===== src/rtl/chan_reg_pkg.sv =====
package chan_reg_pkg;

    typedef enum logic [3:0] {
        SEL_NONE,
        SEL_MISC,
        SEL_CLKSEL,
        SEL_CMD_LO,
        SEL_CMD_HI,
        SEL_TXREQ,
        SEL_TX_SET,
        SEL_TX_CLR,
        SEL_RX_SET,
        SEL_RX_CLR,
        SEL_RX_LIM,
        SEL_RX_ACK
    } reg_sel_e;

    localparam int WIN_BITS = 12;

    // control word bit positions
    localparam int CTL_UNCACHED = 16;
    localparam int CTL_DMA_HOLD = 17;
    localparam int CTL_IRQ_EN   = 18;
    localparam logic [31:0] CTL_RESET_VAL = 32'h1 << CTL_DMA_HOLD;

    typedef struct packed {
        logic       fast;
        logic [2:0] div;
    } clk_sel_t;

    function automatic reg_sel_e decode_offset(input logic [WIN_BITS-1:0] off);
        case (off)
            12'h000: decode_offset = SEL_MISC;
            12'h008: decode_offset = SEL_CLKSEL;
            12'h010: decode_offset = SEL_CMD_LO;
            12'h014: decode_offset = SEL_CMD_HI;
            12'h020: decode_offset = SEL_TXREQ;
            12'h030: decode_offset = SEL_TX_SET;
            12'h038: decode_offset = SEL_TX_CLR;
            12'h050: decode_offset = SEL_RX_SET;
            12'h058: decode_offset = SEL_RX_CLR;
            12'h060: decode_offset = SEL_RX_LIM;
            12'h068: decode_offset = SEL_RX_ACK;
            default: decode_offset = SEL_NONE;
        endcase
    endfunction

    function automatic logic [7:0] clk_sel_mhz(input clk_sel_t s);
        if (!s.fast) begin
            clk_sel_mhz = 8'd80;
        end else begin
            case (s.div)
                3'd0:    clk_sel_mhz = 8'd60;
                3'd1:    clk_sel_mhz = 8'd40;
                3'd2:    clk_sel_mhz = 8'd30;
                3'd3:    clk_sel_mhz = 8'd24;
                3'd4:    clk_sel_mhz = 8'd20;
                default: clk_sel_mhz = 8'd80;
            endcase
        end
    endfunction

endpackage


===== src/rtl/chan_ctl_word.sv =====
module chan_ctl_word #(
    parameter int          WIDTH     = 32,
    parameter logic [31:0] RESET_VAL = 32'h0
) (
    input  logic             clk,
    input  logic             rst,
    input  logic             set_we,
    input  logic             clr_we,
    input  logic [WIDTH-1:0] wdata,
    output logic [WIDTH-1:0] word
);

    always_ff @(posedge clk) begin
        if (rst) begin
            word <= RESET_VAL[WIDTH-1:0];
        end else if (set_we) begin
            word <= word | wdata;
        end else if (clr_we) begin
            word <= word & ~wdata;
        end
    end


    set_bits_chk: assert property (@(posedge clk) disable iff (rst)
        set_we |=> ((word & $past(wdata)) == $past(wdata)));


    clr_bits_chk: assert property (@(posedge clk) disable iff (rst)
        (clr_we && !set_we) |=> ((word & $past(wdata)) == '0));

endmodule


===== src/rtl/chan_cmd_port.sv =====
module chan_cmd_port #(
    parameter int HALF_W = 32
) (
    input  logic              clk,
    input  logic              rst,
    input  logic              lo_we,
    input  logic              hi_we,
    input  logic [HALF_W-1:0] wdata,
    output logic              cmd_valid,
    output logic [2*HALF_W-1:0] cmd_data
);

    logic [HALF_W-1:0] lo_q;

    always_ff @(posedge clk) begin
        if (rst) begin
            lo_q      <= '0;
            cmd_valid <= 1'b0;
            cmd_data  <= '0;
        end else begin
            cmd_valid <= hi_we;
            if (lo_we) begin
                lo_q <= wdata;
            end
            if (hi_we) begin
                cmd_data <= {wdata, lo_q};
            end
        end
    end


    lo_no_issue_chk: assert property (@(posedge clk) disable iff (rst)
        (lo_we && !hi_we) |=> !cmd_valid);


    hi_word_chk: assert property (@(posedge clk) disable iff (rst)
        hi_we |=> (cmd_valid && cmd_data[2*HALF_W-1:HALF_W] == $past(wdata)));

endmodule


===== src/rtl/chan_txreq_count.sv =====
module chan_txreq_count #(
    parameter int CNT_W = 16
) (
    input  logic             clk,
    input  logic             rst,
    input  logic             add_we,
    input  logic [31:0]      add_val,
    input  logic             dec,
    output logic [CNT_W-1:0] count
);

    localparam int SUM_W = (CNT_W > 32 ? CNT_W : 32) + 2;
    localparam logic [SUM_W-1:0] MAX_VAL = {{(SUM_W-CNT_W){1'b0}}, {CNT_W{1'b1}}};

    logic [SUM_W-1:0] sum;
    logic [SUM_W-1:0] next;

    always_comb begin
        sum = SUM_W'(count) + (add_we ? SUM_W'(add_val) : '0);
        if (dec && sum != '0) begin
            next = sum - 1'b1;
        end else begin
            next = sum;
        end
        if (next > MAX_VAL) begin
            next = MAX_VAL;
        end
    end

    always_ff @(posedge clk) begin
        if (rst) begin
            count <= '0;
        end else begin
            count <= next[CNT_W-1:0];
        end
    end


    sat_hold_chk: assert property (@(posedge clk) disable iff (rst)
        (count == {CNT_W{1'b1}} && !dec) |=> count == {CNT_W{1'b1}});


    floor_hold_chk: assert property (@(posedge clk) disable iff (rst)
        (count == '0 && !add_we) |=> count == '0);


    dec_step_chk: assert property (@(posedge clk) disable iff (rst)
        (dec && !add_we && count != '0) |=> count == $past(count) - 1'b1);

endmodule


===== src/rtl/chan_reg_bank.sv =====
module chan_reg_bank
    import chan_reg_pkg::*;
#(
    parameter int ADDR_W   = 16,
    parameter int CHAN_IDX = 0,
    parameter int CNT_W    = 16
) (
    input  logic              clk,
    input  logic              rst,
    input  logic              bus_wr,
    input  logic              bus_rd,
    input  logic [ADDR_W-1:0] bus_addr,
    input  logic [31:0]       bus_wdata,
    output logic [31:0]       bus_rdata,
    output logic              bus_rvalid,
    input  logic              tx_frame_done,
    output logic              ts_reset,
    output logic              clk_src_fast,
    output logic [2:0]        clk_div,
    output logic [7:0]        clk_mhz,
    output logic [31:0]       rx_ctl,
    output logic [31:0]       tx_ctl,
    output logic [31:0]       rx_limits,
    output logic              rx_ack_valid,
    output logic [3:0]        rx_ack_tag,
    output logic              cmd_valid,
    output logic [63:0]       cmd_data,
    output logic [CNT_W-1:0]  tx_pending
);

    localparam int WIN_IDX_W = ADDR_W - WIN_BITS;
    localparam logic [WIN_IDX_W-1:0] MY_WIN = WIN_IDX_W'(CHAN_IDX + 1);

    logic     in_win;
    reg_sel_e sel;
    logic     we;
    clk_sel_t clk_sel_q;

    assign in_win = (bus_addr[ADDR_W-1:WIN_BITS] == MY_WIN);
    assign sel    = in_win ? decode_offset(bus_addr[WIN_BITS-1:0]) : SEL_NONE;
    assign we     = bus_wr;

    chan_ctl_word #(.WIDTH(32), .RESET_VAL(CTL_RESET_VAL)) u_tx_ctl (
        .clk    (clk),
        .rst    (rst),
        .set_we (we && sel == SEL_TX_SET),
        .clr_we (we && sel == SEL_TX_CLR),
        .wdata  (bus_wdata),
        .word   (tx_ctl)
    );

    chan_ctl_word #(.WIDTH(32), .RESET_VAL(CTL_RESET_VAL)) u_rx_ctl (
        .clk    (clk),
        .rst    (rst),
        .set_we (we && sel == SEL_RX_SET),
        .clr_we (we && sel == SEL_RX_CLR),
        .wdata  (bus_wdata),
        .word   (rx_ctl)
    );

    chan_cmd_port #(.HALF_W(32)) u_cmd (
        .clk       (clk),
        .rst       (rst),
        .lo_we     (we && sel == SEL_CMD_LO),
        .hi_we     (we && sel == SEL_CMD_HI),
        .wdata     (bus_wdata),
        .cmd_valid (cmd_valid),
        .cmd_data  (cmd_data)
    );

    chan_txreq_count #(.CNT_W(CNT_W)) u_txreq (
        .clk     (clk),
        .rst     (rst),
        .add_we  (we && sel == SEL_TXREQ),
        .add_val (bus_wdata),
        .dec     (tx_frame_done),
        .count   (tx_pending)
    );

    // plain registers: misc, clock select, limits, acknowledge
    always_ff @(posedge clk) begin
        if (rst) begin
            ts_reset     <= 1'b0;
            clk_sel_q    <= '0;
            rx_limits    <= '0;
            rx_ack_valid <= 1'b0;
            rx_ack_tag   <= '0;
        end else begin
            rx_ack_valid <= we && sel == SEL_RX_ACK;
            if (we) begin
                case (sel)
                    SEL_MISC:   ts_reset   <= bus_wdata[0];
                    SEL_CLKSEL: clk_sel_q  <= clk_sel_t'(bus_wdata[3:0]);
                    SEL_RX_LIM: rx_limits  <= bus_wdata;
                    SEL_RX_ACK: rx_ack_tag <= bus_wdata[3:0];
                    default: ;
                endcase
            end
        end
    end

    assign clk_src_fast = clk_sel_q.fast;
    assign clk_div      = clk_sel_q.div;
    assign clk_mhz      = clk_sel_mhz(clk_sel_q);

    // read path
    logic [31:0] rd_mux;

    always_comb begin
        case (sel)
            SEL_MISC:               rd_mux = {31'b0, ts_reset};
            SEL_CLKSEL:             rd_mux = {28'b0, clk_sel_q};
            SEL_TXREQ:              rd_mux = 32'(tx_pending);
            SEL_TX_SET, SEL_TX_CLR: rd_mux = tx_ctl;
            SEL_RX_SET, SEL_RX_CLR: rd_mux = rx_ctl;
            SEL_RX_LIM:             rd_mux = rx_limits;
            SEL_RX_ACK:             rd_mux = {28'b0, rx_ack_tag};
            default:                rd_mux = 32'b0;
        endcase
    end

    always_ff @(posedge clk) begin
        if (rst) begin
            bus_rvalid <= 1'b0;
            bus_rdata  <= '0;
        end else begin
            bus_rvalid <= bus_rd;
            bus_rdata  <= bus_rd ? rd_mux : 32'b0;
        end
    end


    clk_legal_chk: assert property (@(posedge clk) disable iff (rst)
        clk_mhz inside {8'd20, 8'd24, 8'd30, 8'd40, 8'd60, 8'd80});


    ack_pulse_chk: assert property (@(posedge clk) disable iff (rst)
        (rx_ack_valid && !(we && sel == SEL_RX_ACK)) |=> !rx_ack_valid);


    rvalid_chk: assert property (@(posedge clk) disable iff (rst)
        bus_rd |=> bus_rvalid);

endmodule


===== config.mk =====
export PLATFORM = sky130hd
export DESIGN_NAME = chan_reg_bank
export DESIGN_NICKNAME = d
export VERILOG_FILES = /design/src/rtl/chan_reg_pkg.sv /design/src/rtl/chan_ctl_word.sv /design/src/rtl/chan_cmd_port.sv /design/src/rtl/chan_txreq_count.sv /design/src/rtl/chan_reg_bank.sv
export SDC_FILE = /design/constraint.sdc
export NUM_CORES = 1
export LEC_CHECK = 0
export ABC_AREA = 1
export CAP_MARGIN = 20
export CORE_MARGIN = 10
export CORE_UTILIZATION = 55
export DETAILED_ROUTE_END_ITERATION = 12
export HOLD_SLACK_MARGIN = 0.12
export PLACE_DENSITY = 0.9
export SLEW_MARGIN = 30
export SYNTH_ARGS = -nofsm -noshare
export SYNTH_HDL_FRONTEND = slang
export SYNTH_SLANG_ARGS = --single-unit

===== constraint.sdc =====
create_clock -name clk -period 12.7 [get_ports clk]
set_input_delay 2.54 -clock clk [delete_from_list [all_inputs] [get_ports clk]]
set_output_delay 2.54 -clock clk [all_outputs]
set_load 0.03 [all_outputs]

==> results of run 1 <==
-- layout make-up --
| class | count | area, um2 |
|---|---|---|
| Antenna cell | 1 | 2.50 |
| Tap cell | 280 | 350 |
| Timing Repair Buffer | 293 | 2950 |
| Sequential cell | 252 | 5040 |
| Fill cell | 1671 | 5860 |
| Clock buffer | 35 | 703 |
| Clock inverter | 9 | 92.6 |
| Inverter | 157 | 589 |
| Multi-Input combinational cell | 1175 | 6160 |
-- routing by layer --
metal,track usage,part of all wire
met1,0.340,0.37
met2,0.489,0.46
met3,0.0815,0.11
met4,0.173,0.055
met5,0,0
-- report_power, final --
group / leakage, uW / switching (uW) / total (uW) / internal, uW
registers: 0.00203 / 33.2 / 844 / 811
logic: 0.00428 / 285 / 443 / 158
clock network: 0.000396 / 317 / 727 / 410
-- worst paths after layout --
check / endpoint / slack [ns] / cells after the start / from
hold reg to reg: u_cmd.cmd_data[3] / 0.47 / 2 / u_cmd.lo_q[3]
hold / removal: u_cmd.cmd_data[3] / 0.47 / 2 / u_cmd.lo_q[3]
setup reg to reg: u_txreq.count[2] / 7.50 / 23 / u_txreq.count[0]
setup / recovery: u_txreq.count[2] / 3.97 / 34 / bus_addr[4]
-- synth_stat cells (all sizes together), types with 2 or more instances --
master,number
a22oi,3
o21bai,5
nor2,235
inv,155
ha,18
a31oi,19
clkbuf,72
o311ai,2
nor3,13
o21ai,177
a21oi,157
nand4,25
buf,17
nand3,92
a21o,2
a221oi,12
nand3b,5
dfxtp,252
clkinv,2
nor4,4
a211oi,34
xnor2,8
a22o,17
xor2,24
nand2,314
-- tightest hold or removal path, stage by stage, from the launching register on --
cell,delay [ns]
dfxtp_1,0.32
nor2_1,0.05
nor2_1,0.08
-- metrics by stage --
stage          std cells  power, uW
2_1_floorplan       1673       1170
3_3_place_gp        2154       1290
3_5_place_dp        2155       1300
4_1_cts             2199       2010
5_1_grt             2202       2100
6_report            2202       2010
-- kinds of logic (layout without fill, tap and decap cells) --
logic type	after synthesis	after routing
DFF	252	252
and+or+nand+nor	689	689
AOI/OAI and AO/OA	433	433
xor gates and xnor gates	32	32
buffers and inverters	246	494
adders and majority gates	19	19
other	1	3
==> impl_metrics.env, run 1 <==
export IMPL_endpoint_kind="register"
export IMPL_yosysUniqueCellTypes=50
export IMPL_drive_above_1_share=0.0708
export IMPL_path_buf_inv=5
export IMPL_layout_common_cells="302 x nand2_1, 276 x clkdlybuf4s50_1, 252 x dfxtp_1, 206 x nor2_1, 176 x o21ai_0"
export IMPL_vias_per_cell=5.89
export IMPL_post_route_period_util=0.687
export IMPL_final_util=0.730
export IMPL_synth_top_area_frac=0.415
export IMPL_postCtsResizedCells=0
export IMPL_synth_area_mux_share=0
export IMPL_cts_setup_buffers=0
export IMPL_path_common_cell="nand2_1"
export IMPL_fin_skew_ns=0.0122
export IMPL_fin_ws_ns=3.97
export IMPL_synth_warnings=0
export IMPL_drt_iter0_drc=1534
export IMPL_worstSkewPairLatency_ns=0.54
export IMPL_synth_edff_count=0
export IMPL_placed_cell_area_um2=15000
export IMPL_antenna_found_initial=1
export IMPL_start_util=0.558
export IMPL_synth_compound_area_frac=0.201
export IMPL_p_leak_uw=0.00671
export IMPL_rows=54
export IMPL_die_y_um=169
export IMPL_num_vias=13000
export IMPL_cts_sinks=252
export IMPL_ant_nets=0
export IMPL_cts_buffer_depth=3
export IMPL_dieArea_um2=28400
export IMPL_slew_violations=0
export IMPL_synth_top_family_by_area="simple AND/OR/NAND/NOR gates"
export IMPL_io_pin_count=281
export IMPL_clk_pin_slew_worst_paths_ns=0.06
export IMPL_cts_buffers=25
export IMPL_relSlewSlack=0.355
export IMPL_htreeDepth=1
export IMPL_worst_pin_slew_ns=0.965
export IMPL_hp_class="reg -> reg"
export IMPL_area_growth_pct=30.8
export IMPL_place_ws_ns=3.50
export IMPL_yosys_top_cells_area="dfxtp_1 42%, nand2_1 9.3%, o21ai_0 7.3%"
export IMPL_fin_crit_ns=8.73
export IMPL_synth_top_cell_by_area="dfxtp_1"
export IMPL_crit_arrival_ns=9.17
export IMPL_die_w_um=169
export IMPL_max_freq_ghz=0.115
export IMPL_drt_wl_total_um=44900
export IMPL_powerDensity_nw_per_um2=127
export IMPL_avgSynthCellArea_um2=7.27
export IMPL_ctsHoldBuffers=0
export IMPL_finalSetupViolations=0
export IMPL_grt_pass1_vias=12600
export IMPL_cp_start_kind="input pin"
export IMPL_port_buffers=278
export IMPL_final_area_um2=15900
export IMPL_fin_tns_setup_ns=0
export IMPL_status="finished, final reports clean"
export IMPL_synthSimpleGateAreaFrac=0.258
export IMPL_seq_area_frac_synth=0.415
export IMPL_coreArea_um2=21800
export IMPL_drc=0
export IMPL_critPathSlowestCell="nor2_2"
export IMPL_finalHoldViolations=0
export IMPL_synthesis_area_um2=12100
export IMPL_grt_usage=0.297
export IMPL_place_congestion=0.942
export IMPL_synth_cells=1672
export IMPL_required_ns=13.14
export IMPL_max_stage_delay_ns=0.65
export IMPL_fin_nets=1976
export IMPL_async_reset_ff_frac=0
export IMPL_grt_pass1_wl_um=69100
export IMPL_worstSetupPathType="in -> reg"
export IMPL_cts_tree="built"
export IMPL_ir_drop_mv=0.0941
export IMPL_dp_hpwl_um=32200
export IMPL_cap_violations=0
export IMPL_hold_ws_ns=0.475
export IMPL_firstDrtPassIters=8
export IMPL_rsz0062_at_grt="false"
export IMPL_wl_per_cell_um=20.4
export IMPL_grt_start_max_net_pins=100
export IMPL_clockRootBuffer="clkbuf_16"
export IMPL_synth_xor_area_frac=0.0231
export IMPL_critPathMaxFanout=28
export IMPL_yosys_most_used_dff="dfxtp_1"
export IMPL_ys_seq_elements=252
export IMPL_synth_adder_area_share=0.0202
export IMPL_final_common_cell="nand2_1"
export IMPL_critPathTopFamily="simple AND/OR/NAND/NOR gates"
export IMPL_grt_remaining_overflow=0
Note: power is estimated with default switching activity, not from simulation.
==> run 2: changes to the inputs <==
CORE_UTILIZATION = 51   (was 55)
PLACE_DENSITY = 0.84   (was 0.9)
clock period = 8.68 ns   (was 12.7 ns; I/O delays follow)
==> run 2 against run 1 <==
  * First-iteration DRC count decreased by 11%
  * Clock power rose by 51%
  * Sequential share of layout area fell by 0.22 points
  * Largest cell class unchanged
  * Power rose by 48%
  * Sequential power increased by 46%
  * Largest power group unchanged
  * Worst setup slack worse by 2.8 ns
  * Die area grew 6.9%
  * Combinational power up 47%
==> impl_metrics.env, run 2 (synthesis gave the netlist of run 1 again) <==
export IMPL_cp_start_kind="input pin"
export IMPL_ant_nets=0
export IMPL_start_util=0.518
export IMPL_fin_crit_ns=7.54
export IMPL_endpoint_kind="register"
export IMPL_die_w_um=174
export IMPL_die_y_um=174
export IMPL_cap_violations=0
export IMPL_antenna_found_initial=1
export IMPL_hold_path_startpoint="u_cmd.lo_q[20]"
export IMPL_fin_skew_ns=0.0129
export IMPL_cts_buffers=26
export IMPL_ctsHoldBuffers=0
export IMPL_met2_usage=0.481
export IMPL_p_total_uw=2990
export IMPL_worstSetupPathType="in -> reg"
export IMPL_io_pin_count=281
export IMPL_required_ns=9.12
export IMPL_dieArea_um2=30400
export IMPL_vias_per_cell=5.66
export IMPL_register_area_um2=5040
export IMPL_clockRootBuffer="clkbuf_16"
export IMPL_wl_per_cell_um=20.2
export IMPL_htreeDepth=1
export IMPL_post_route_period_util=0.869
export IMPL_drive_above_1_share=0.0727
export IMPL_dp_cells=2197
export IMPL_fin_nets=1979
export IMPL_rows=56
export IMPL_port_buffers=278
export IMPL_postCtsResizedCells=0
export IMPL_cts_buffer_depth=3
export IMPL_cts_tree="built"
export IMPL_r2r_start="u_txreq.count[0]"
export IMPL_num_vias=12700
export IMPL_rsz0062_at_grt="false"
export IMPL_layout_common_cells="302 x nand2_1, 276 x clkdlybuf4s50_1, 252 x dfxtp_1, 206 x nor2_1, 176 x o21ai_0"
export IMPL_grtUsageMet3=0.0778
export IMPL_grt_pass1_vias=12500
export IMPL_max_stage_delay_ns=0.52
export IMPL_cts_setup_buffers=0
export IMPL_status="finished, final reports clean"
export IMPL_drc=0
export IMPL_place_congestion=0.936
export IMPL_critPathSlowestCell="clkdlybuf4s50_1"
export IMPL_final_area_um2=16000
export IMPL_worstSkewPairLatency_ns=0.56
export IMPL_grt_pass1_wl_um=69900
export IMPL_crit_arrival_ns=7.99
export IMPL_area_growth_pct=31.7
export IMPL_p_leak_uw=0.00673
export IMPL_ir_drop_mv=0.138
export IMPL_path_common_cell="nand2_1"
export IMPL_final_common_cell="nand2_1"
export IMPL_use_met1=0.330
export IMPL_fin_tns_setup_ns=0
export IMPL_firstDrtPassIters=6
export IMPL_worst_pin_slew_ns=0.877
export IMPL_critPathMaxFanout=28
export IMPL_dp_hpwl_um=32900
export IMPL_fin_ws_ns=1.14
export IMPL_fillCellCount=1972
export IMPL_finalHoldViolations=0
export IMPL_relSlewSlack=0.415
export IMPL_crit_start="bus_addr[5]"
export IMPL_grt_remaining_overflow=0
export IMPL_clk_pin_slew_worst_paths_ns=0.06
export IMPL_cts_sinks=252
export IMPL_multi_input_area_um2=6160
export IMPL_instances_no_fill=2245
export IMPL_slew_violations=0
export IMPL_grt_start_max_net_pins=123
export IMPL_place_ws_ns=0.659
export IMPL_powerDensity_nw_per_um2=187
export IMPL_finalSetupViolations=0
export IMPL_drt_wl_total_um=45300
export IMPL_placed_cell_area_um2=15100
export IMPL_drt_iter0_drc=1369
export IMPL_hp_class="reg -> reg"
export IMPL_grt_busiest_layer="met2"
export IMPL_max_freq_ghz=0.133
export IMPL_coreArea_um2=23500
export IMPL_grt_usage=0.283
-- run 2: path summary, 6_finish.rpt --
path / end / slack (ns) / cells after the start
worst min-delay path: u_cmd.cmd_data[20] / 0.48 / 2
worst max-delay path: u_txreq.count[3] / 1.14 / 36
worst max register to register: u_txreq.count[3] / 3.86 / 25
worst min register to register: u_cmd.cmd_data[20] / 0.48 / 2
-- run 2: where the power goes --
part	switching, uW	total (uW)	internal, uW
clock	477	1100	628
sequential	43.7	1230	1190
combinational	419	653	234
total	940	2990	2050
-- run 2: layer usage --
metal | routed length [um] | vias to the layer above
met5 | 0 | -
met4 | 1810 | 0
met3 | 4400 | 117
met2 | 21400 | 631
met1 | 17700 | 5930
li1 | - | 6033
-- run 2: cell type report --
| cell class | instances | share of cell area |
|---|---|---|
| timing repair buffer | 295 | 0.185 |
| tap | 319 | 0.0249 |
| inverter | 157 | 0.0368 |
| sequential | 252 | 0.315 |
| multi-input combinational | 1175 | 0.385 |
| clock inverter | 9 | 0.00633 |
| antenna | 1 | 0.000156 |
| clock buffer | 37 | 0.0464 |
-- run 2: metrics by stage --
stage                      util  hold slack [ns]
after detailed placement  0.645            0.468
after global routing      0.682            0.505
after global placement    0.642            0.461
final                     0.682            0.480
after CTS                 0.680            0.482
after floorplan               -            0.450
-- run 2: critical path, delay by kind of cell --
kind | cells | cell delay [ns]
fa+ha+maj | 2 | 0.58
compound gates | 1 | 0.42
simple gates | 27 | 4.28
buf+inv | 6 | 0.96
